<file path="config.mk">
export PLATFORM = sky130hd
export DESIGN_NAME = ptst_top
export DESIGN_NICKNAME = d
export VERILOG_FILES = /design/src/rtl/ptst_pkg.sv /design/src/rtl/ptst_ring.sv /design/src/rtl/ptst_tree.sv /design/src/rtl/ptst_ctrl.sv /design/src/rtl/ptst_top.sv
export SDC_FILE = /design/constraint.sdc
export NUM_CORES = 1
export LEC_CHECK = 0
export ABC_AREA = 1
export BUFFER_PORTS_ARGS = -buffer_cell sky130_fd_sc_hd__buf_4
export CAP_MARGIN = 0
export CORE_AREA = 2 2 39 41
export DETAILED_ROUTE_END_ITERATION = 12
export DIE_AREA = 0 0 41 43
export GPL_ROUTABILITY_DRIVEN = 0
export PLACE_DENSITY_LB_ADDON = 0.1
export REMOVE_ABC_BUFFERS = 1
export SYNTH_ARGS = -nofsm -noshare
export SYNTH_HDL_FRONTEND = slang
export SYNTH_SLANG_ARGS = --single-unit
</file>
<file path="constraint.sdc">
create_clock -name clk -period 3.35 [get_ports clk]
set_input_delay 0.1675 -clock clk [delete_from_list [all_inputs] [get_ports clk]]
set_output_delay 0.1675 -clock clk [all_outputs]
set_load 0.005 [all_outputs]
</file>
<file path="src/rtl/ptst_pkg.sv">
package ptst_pkg;
  localparam int K        = 3;
  localparam int STAGES   = (1 << K) - 1;
  localparam int PATTERNS = 1 << K;
  localparam int STEP_W   = $clog2(PATTERNS);
  localparam int FAN_IN   = 3;
  localparam int LEAVES   = 3;
  localparam int PI_CNT   = FAN_IN * LEAVES;
  localparam int FSEL_W   = 2;
  // Bit t is the value of W0 in pattern t (W0 = 1011100 read left to right).
  localparam logic [STAGES-1:0] SEED_SEQ = 7'b0011101;
  // Index offsets: a gate driving W_i takes W_(i+1), W_(i+2), W_(i+4).
  localparam int TAP_OFS [FAN_IN] = '{1, 2, 4};
endpackage

</file>
<file path="src/rtl/ptst_ring.sv">
module ptst_ring #(
  parameter int STAGES = 7,
  parameter logic [STAGES-1:0] SEED = '0
) (
  input  logic              clk,
  input  logic              rst_n,
  input  logic              load,
  input  logic              step,
  output logic [STAGES-1:0] stage
);
  logic [STAGES-1:0] ring_q, ring_d, init_w;

  // Stage p starts at W0[(-p) mod STAGES] so that it carries W_p over time.
  for (genvar p = 0; p < STAGES; p++) begin : g_init
    localparam int IDX = (STAGES - p) % STAGES;
    assign init_w[p] = SEED[IDX];
  end

  always_comb begin
    ring_d = ring_q;
    if (load)      ring_d = init_w;
    else if (step) ring_d = {ring_q[STAGES-2:0], ring_q[STAGES-1]};
  end

  always_ff @(posedge clk or negedge rst_n) begin
    if (!rst_n) ring_q <= '0;
    else        ring_q <= ring_d;
  end

  assign stage = ring_q;
endmodule

</file>
<file path="src/rtl/ptst_tree.sv">
module ptst_tree
  import ptst_pkg::*;
(
  input  logic              [PI_CNT-1:0] pi,
  input  logic                           fault_en,
  input  logic              [FSEL_W-1:0] fault_sel,
  output logic                           root
);
  logic [LEAVES-1:0] leaf;

  for (genvar g = 0; g < LEAVES; g++) begin : g_leaf
    logic flip;
    assign flip    = fault_en && (fault_sel == FSEL_W'(g + 1));
    assign leaf[g] = (^pi[FAN_IN*g +: FAN_IN]) ^ flip;
  end

  assign root = (^leaf) ^ (fault_en && (fault_sel == '0));
endmodule

</file>
<file path="src/rtl/ptst_ctrl.sv">
module ptst_ctrl
  import ptst_pkg::*;
(
  input  logic clk,
  input  logic rst_n,
  input  logic start,
  input  logic idle,
  input  logic mismatch,
  output logic busy,
  output logic done,
  output logic error,
  output logic load,
  output logic step,
  output logic pat_live
);
  logic [STEP_W-1:0] cnt_q, cnt_d;
  logic busy_q, busy_d, done_q, done_d, err_q, err_d;
  logic eval, last;

  assign eval     = busy_q && idle;
  assign last     = (cnt_q == STEP_W'(PATTERNS - 1));
  assign pat_live = busy_q && (cnt_q != STEP_W'(STAGES));
  assign load     = start;
  assign step     = eval && !start;

  always_comb begin
    cnt_d  = cnt_q;
    busy_d = busy_q;
    done_d = done_q;
    err_d  = err_q;
    if (start) begin
      cnt_d  = '0;
      busy_d = 1'b1;
      done_d = 1'b0;
      err_d  = 1'b0;
    end else if (eval) begin
      cnt_d = cnt_q + 1'b1;
      err_d = err_q | mismatch;
      if (last) begin
        busy_d = 1'b0;
        done_d = 1'b1;
      end
    end
  end

  always_ff @(posedge clk or negedge rst_n) begin
    if (!rst_n) begin
      cnt_q  <= '0;
      busy_q <= 1'b0;
      done_q <= 1'b0;
      err_q  <= 1'b0;
    end else begin
      cnt_q  <= cnt_d;
      busy_q <= busy_d;
      done_q <= done_d;
      err_q  <= err_d;
    end
  end

  assign busy  = busy_q;
  assign done  = done_q;
  assign error = err_q;
endmodule

</file>
<file path="src/rtl/ptst_top.sv">
module ptst_top
  import ptst_pkg::*;
(
  input  logic              clk,
  input  logic              rst_n,
  input  logic              start,
  input  logic              idle,
  input  logic              fault_en,
  input  logic [FSEL_W-1:0] fault_sel,
  output logic              busy,
  output logic              done,
  output logic              error,
  output logic              tree_out
);
  logic [STAGES-1:0] stage;
  logic [PI_CNT-1:0] pi;
  logic load, step, pat_live, expect_bit, mismatch;

  ptst_ring #(.STAGES(STAGES), .SEED(SEED_SEQ)) u_ring (
    .clk(clk), .rst_n(rst_n), .load(load), .step(step), .stage(stage)
  );

  // Leaf g drives W_(TAP_OFS[g]); its input m comes from stage TAP_OFS[g]+TAP_OFS[m].
  for (genvar g = 0; g < LEAVES; g++) begin : g_wire
    for (genvar m = 0; m < FAN_IN; m++) begin : g_in
      localparam int SRC = (TAP_OFS[g] + TAP_OFS[m]) % STAGES;
      assign pi[FAN_IN*g + m] = stage[SRC] & pat_live;
    end
  end

  ptst_tree u_tree (
    .pi(pi), .fault_en(fault_en), .fault_sel(fault_sel), .root(tree_out)
  );

  assign expect_bit = stage[0] & pat_live;
  assign mismatch   = tree_out ^ expect_bit;

  ptst_ctrl u_ctrl (
    .clk(clk), .rst_n(rst_n), .start(start), .idle(idle),
    .mismatch(mismatch), .busy(busy), .done(done), .error(error),
    .load(load), .step(step), .pat_live(pat_live)
  );
endmodule

</file>
[Word level (Yosys, flattened, before mapping)]
Index checks and enable logic that the tools add are counted.
Storage, ports and cells
  bits of input ports: 7
  memories kept: 0
  flip-flop bits (word level): 13
  output and inout bits: 4
  word-level logic and storage cells: 53
  latch bits: 0
  bits in read-only memories: 0
  RAM bits: 0
Cells by class
  multiplexer cells: 12
  multiply operators: 0
  $add $sub $neg: 1
  order comparisons: 0
  equality and inequality tests: 5
  reduce and logical (&&, ||, !) cells: 17
  div/mod/pow operators: 0
  shift-type cells: 0
  bitwise gates (word level): 13
Operators by type and width (number)
  7-bit 2-to-1 mux: 2
  3-bit XOR reduction: 4
  1-bit 2-to-1 mux: 8
  1-bit AND: 7
  1-bit logical AND: 7
  3-bit 2-to-1 mux: 2
  2-bit nonzero test: 3
  1-bit bitwise XOR: 5
  2-bit == test (second input constant): 2
  3-bit by 1-bit adder with 3-bit output (second input constant): 1
  3-bit == test (second input constant): 1
  3-bit inequality test (second input constant): 1
  2-bit by 1-bit == test with 1-bit output (second input constant): 1
  2-bit zero test: 1
  2-bit AND reduction: 1
  1-bit zero test: 1
  1-bit OR: 1

[Logic depth before layout (Yosys ltp)]
  word-level depth: 11
  gate-level depth with buffers: 10
  gate-level depth less buffers: 10

[Hierarchy]
A second synthesis with hierarchy kept.
Unflattened totals
  cell total of the unflattened synthesis: 131
  area, all modules: 834.6 um^2
Modules (own cells, without submodules)
  ptst_ctrl: cells each 32, seq. area each 150.1 um^2, area an instance 285.3 um^2, times used 1
  ptst_ring: cells each 31, seq. area each 175.2 um^2, area an instance 282.8 um^2, times used 1
  ptst_tree: cells each 50, seq. area each 0.0 um^2, area an instance 196.4 um^2, times used 1
  ptst_top: cells each 18, seq. area each 0.0 um^2, area an instance 70.1 um^2, times used 1

[Worst setup path after synthesis]
Ideal clock, no wire load.
  kind: register -> register
  start point: register u_ctrl.cnt_q[0]
  end point: register u_ctrl.err_q (netlist: u_ctrl.error)
  arrival: 1235 ps
  required time: 3233 ps
  stages on the path, launching flop included: 9
  path slack: 1997 ps
  clock period less this slack: 1353 ps
  library setup time: 117 ps
  buffers on the path: 0
  cell sequence: dfrtp_1 -> ha_1 -> ha_1 -> nor2_4 -> nand4_1 -> nand2_1 -> nand2_1 -> nand3_1 -> nand2_1
On the way
  cells in the longest elaborated chain, start to end: 11
  elaborated cells between the ends (all ways): 21
  those cells by class: eq/ne (1); mux (2); bitwise (13); reduce/logical (5)
Ends and longest elaborated chain
  start: declaration: RTL line ptst_ctrl.sv:16  | logic [STEP_W-1:0] cnt_q, cnt_d;
  start signal: assignment: RTL line ptst_ctrl.sv:53  | cnt_q <= cnt_d;
  3-bit inequality test (*): RTL line ptst_ctrl.sv:22  | assign pat_live = busy_q && (cnt_q != STEP_W'(STAGES));
  1-bit logical AND (*): RTL line ptst_ctrl.sv:22
  1-bit AND: RTL line ptst_top.sv:27  | assign pi[FAN_IN*g + m] = stage[SRC] & pat_live;
  3-bit XOR reduction: RTL line ptst_tree.sv:14  | assign leaf[g] = (^pi[FAN_IN*g +: FAN_IN]) ^ flip;
  1-bit bitwise XOR: RTL line ptst_tree.sv:14
  3-bit XOR reduction: RTL line ptst_tree.sv:17  | assign root = (^leaf) ^ (fault_en && (fault_sel == '0));
  1-bit bitwise XOR: RTL line ptst_tree.sv:17
  1-bit bitwise XOR (*): RTL line ptst_top.sv:36  | assign mismatch = tree_out ^ expect_bit;
  1-bit OR (*): RTL line ptst_ctrl.sv:38  | err_d = err_q | mismatch;
  1-bit 2-to-1 mux (*): RTL line ptst_ctrl.sv:36  | end else if (eval) begin
  1-bit 2-to-1 mux (*): RTL line ptst_ctrl.sv:31  | if (start) begin
  end signal: assignment: RTL line ptst_ctrl.sv:56  | err_q <= err_d;
  end: declaration: RTL line ptst_ctrl.sv:17  | logic busy_q, busy_d, done_q, done_d, err_q, err_d;
Every way passes the cells marked *; elsewhere a longest branch is shown, timed or not. The select of a mux whose other input is x is not followed.
A chain may end at the register's enable or synchronous reset.

[Worst setup path in the final report]
  start point: register u_ctrl.cnt_q[0]
  end point: output port tree_out
On the way
  cells in the longest elaborated chain, start to end: 7
  elaborated cells between the ends (all ways): 16
  those cells by class: eq/ne (1); bitwise (10); reduce/logical (5)
Ends and longest elaborated chain
  3-bit inequality test (*): RTL line ptst_ctrl.sv:22
  1-bit logical AND (*): RTL line ptst_ctrl.sv:22
  1-bit AND: RTL line ptst_top.sv:27
  3-bit XOR reduction: RTL line ptst_tree.sv:14
  1-bit bitwise XOR: RTL line ptst_tree.sv:14
  3-bit XOR reduction (*): RTL line ptst_tree.sv:17
  1-bit bitwise XOR (*): RTL line ptst_tree.sv:17
  end: declaration: RTL line ptst_top.sv:13  | output logic tree_out
Every way passes the cells marked *; elsewhere a longest branch is shown, timed or not.

==> results.md <==
- Outcome: completed
- Area growth syn-to-layout: 19.2%
- Crit. End Element: output pin
- Register area: around 330 um2
- Endpoints failing hold: 0
- Worst Hold Launch: start
- Share of cells above drive strength 1: between 10% and 20%
- CP max FO: 3
- Fill cell count: between 100 and 150
- DR vias: 457
- TritonCTS Buffers: 3
- Ys Warns: 0
- Most frequent cells in the layout: inv_1, nand2_1, dfrtp_1
- Cell row count: 14
- Peak supply drop: about 0.24 mV
- Critical R2R Capture: u_ctrl.error
- CP required: ~3.2 ns
- Worst R2R Start: u_ctrl.cnt_q[0]
- Post-CTS sizing: 0
- Fmax: 557 MHz
- Share of the yosys chip area belonging to registers: 53.7%
- Final period util: between 50% and 60%
- WP data arrival: ~1.6 ns
- Cell area after synthesis: 606 um2
- CP Launch Type: register
- Antenna cells: 0
- Area of the multi-input gates: 220 um2
- Pwr Density: 474 nW/um2
- Clk root buf: clkbuf_4
- Wire length per cell: between 10 and 15 um
- Largest net degree at the start of global routing: 14
- DR vias/cell: between 4 and 5
- DP Cell Count: ~90
- Minimum clock period: around 1.8 ns
- TritonCTS clock tree: built
- Hold path endpoint: u_ctrl.done
- Mean post-synth cell area: a little over 9 um2
- Post-DP Area: 686 um2
- Cells after Synth: 65
- Pin slew with the least headroom to its limit: ~0.21 ns
- Cells on worst reg2reg path: 8
- Commonest non-fill, non-tap cell in the layout: inv_1
- Vias in the first global route: slightly above 400
- Nets@finish: just under 90
- Seq cells post-synth: 13
- Drt pass-1 iters: 4
- CP Launch Point: u_ctrl.cnt_q[0]
- Global-route wire length before repair: about 1.8 mm
- Drc violations: 0
- P_leak: roughly 0.40 nW
- Core Region: 1380 um2
- Clk_skew: 0.00460 ns
- Gr ovfl total: 0
- Initial Util: a little over two fifths
- Die area: ~1800 um2
- Distinct cells, synth: 13
- I/O pin total: 11
- Slew HR: between 80% and 90%
- Max cap viols: 0
- Post-Route Setup TNS: 0 ns
- Chip Height: around 43 um
- GRT Total Usage: 16.0%
- Fin util: roughly 52%
- Count of final setup violators: 0
- Clock sinks: 13
- RSZ-0062 raised after global routing: false
- Worst hold path type: in -> reg
- R2R setup slack: between 1.5 and 2 ns
- CTS Buffer Depth: 2
- Max H-tree Level: 1
- Die width: 41 um
- Final Slew Violations: 0
- Initial antenna violation count: 0
- WHS Path Cells: 2
- Non-filler instance count after layout: between 90 and 100
- Detailed router's first-iteration violation count: 8
- Post-route design area: between 700 and 800 um2
- Worst-path clk slew: roughly 0.08 ns
- Critical path type: reg -> out
- Skew-Pair Late Insertion Delay: roughly 0.28 ns
- Post-route ant nets: 0
- Hpwl dp: between 700 and 800 um
- Drt total wl: about 1.0 mm
- PortBufs: 8
[critical path, stage by stage (launching register included)]
cell	delay [ns]
dfrtp_1	0.41
ha_1	0.21
ha_1	0.22
nor2_4	0.13
nand4_1	0.12
nand2_1	0.10
inv_1	0.04
buf_4	0.12
[cell families after synthesis]
logic type | synth area share (%)
AOI/OAI and AO/OA | 12.6
adders and majority gates | 4.13
buffers and inverters | 9.92
DFF | 53.7
and+or+nand+nor | 19.6
[Yosys cell counts, drive strengths merged]
library cell,instances,area [um2]
ha,2,25.0
a22oi,4,30.0
nand4,1,6.26
nor2,4,37.5
o22ai,3,18.8
nand2,14,55.1
nand3,4,20.0
dfrtp,13,325
a21oi,2,10.0
a22o,2,17.5
inv,16,60.1
[worst max-delay path by stage]
stage                         endpoint  slack, ns
after floorplan           u_ctrl.error       2.00
after global placement        tree_out       1.87
after detailed placement      tree_out       1.86
after CTS                     tree_out       1.54
after global routing          tree_out       1.44
final                         tree_out       1.55
[layer usage]
layer / wire [um] / track usage (%)
met1: 488 / 21.3
met2: 434 / 20.0
met3: 45 / 4.71
met4: 46 / 14.0
met5: 0 / 0
[power breakdown]
group          internal, mW  switching, mW  leakage (nW)
Combinational        0.0282         0.0320         0.230
Clock                0.0463         0.0522        0.0150
Sequential            0.174        0.00988         0.153
[state kept, by name (all words and copies together), names as in the netlist]
name	count
u_ring.stage	7
u_ctrl.cnt_q	3
u_ctrl.busy	1
u_ctrl.done	1
u_ctrl.error	1
[stage by stage]
stage	power (mW)	hold WS, ns	worst slack (ns)
2_1_floorplan	0.224	-0.128	2.00
3_3_place_gp	0.245	0.0201	1.87
3_5_place_dp	0.247	0.0230	1.86
4_1_cts	0.347	0.0862	1.54
5_1_grt	0.363	0.104	1.44
6_report	0.342	0.0911	1.55
[layout make-up]
cell class | instances | area share [%]
sequential | 13 | 45.1
multi-input combinational | 36 | 30.5
timing repair buffer | 9 | 9.71
inverter | 16 | 8.32
clock buffer | 4 | 3.64
tap | 16 | 2.77
[repair_timing]
item	4_1_cts	5_1_grt
endpoints found under the hold margin	13	0
buffers inserted	0	0
hold buffers	1	0
No activity file was read; power rests on OpenSTA's default activity.
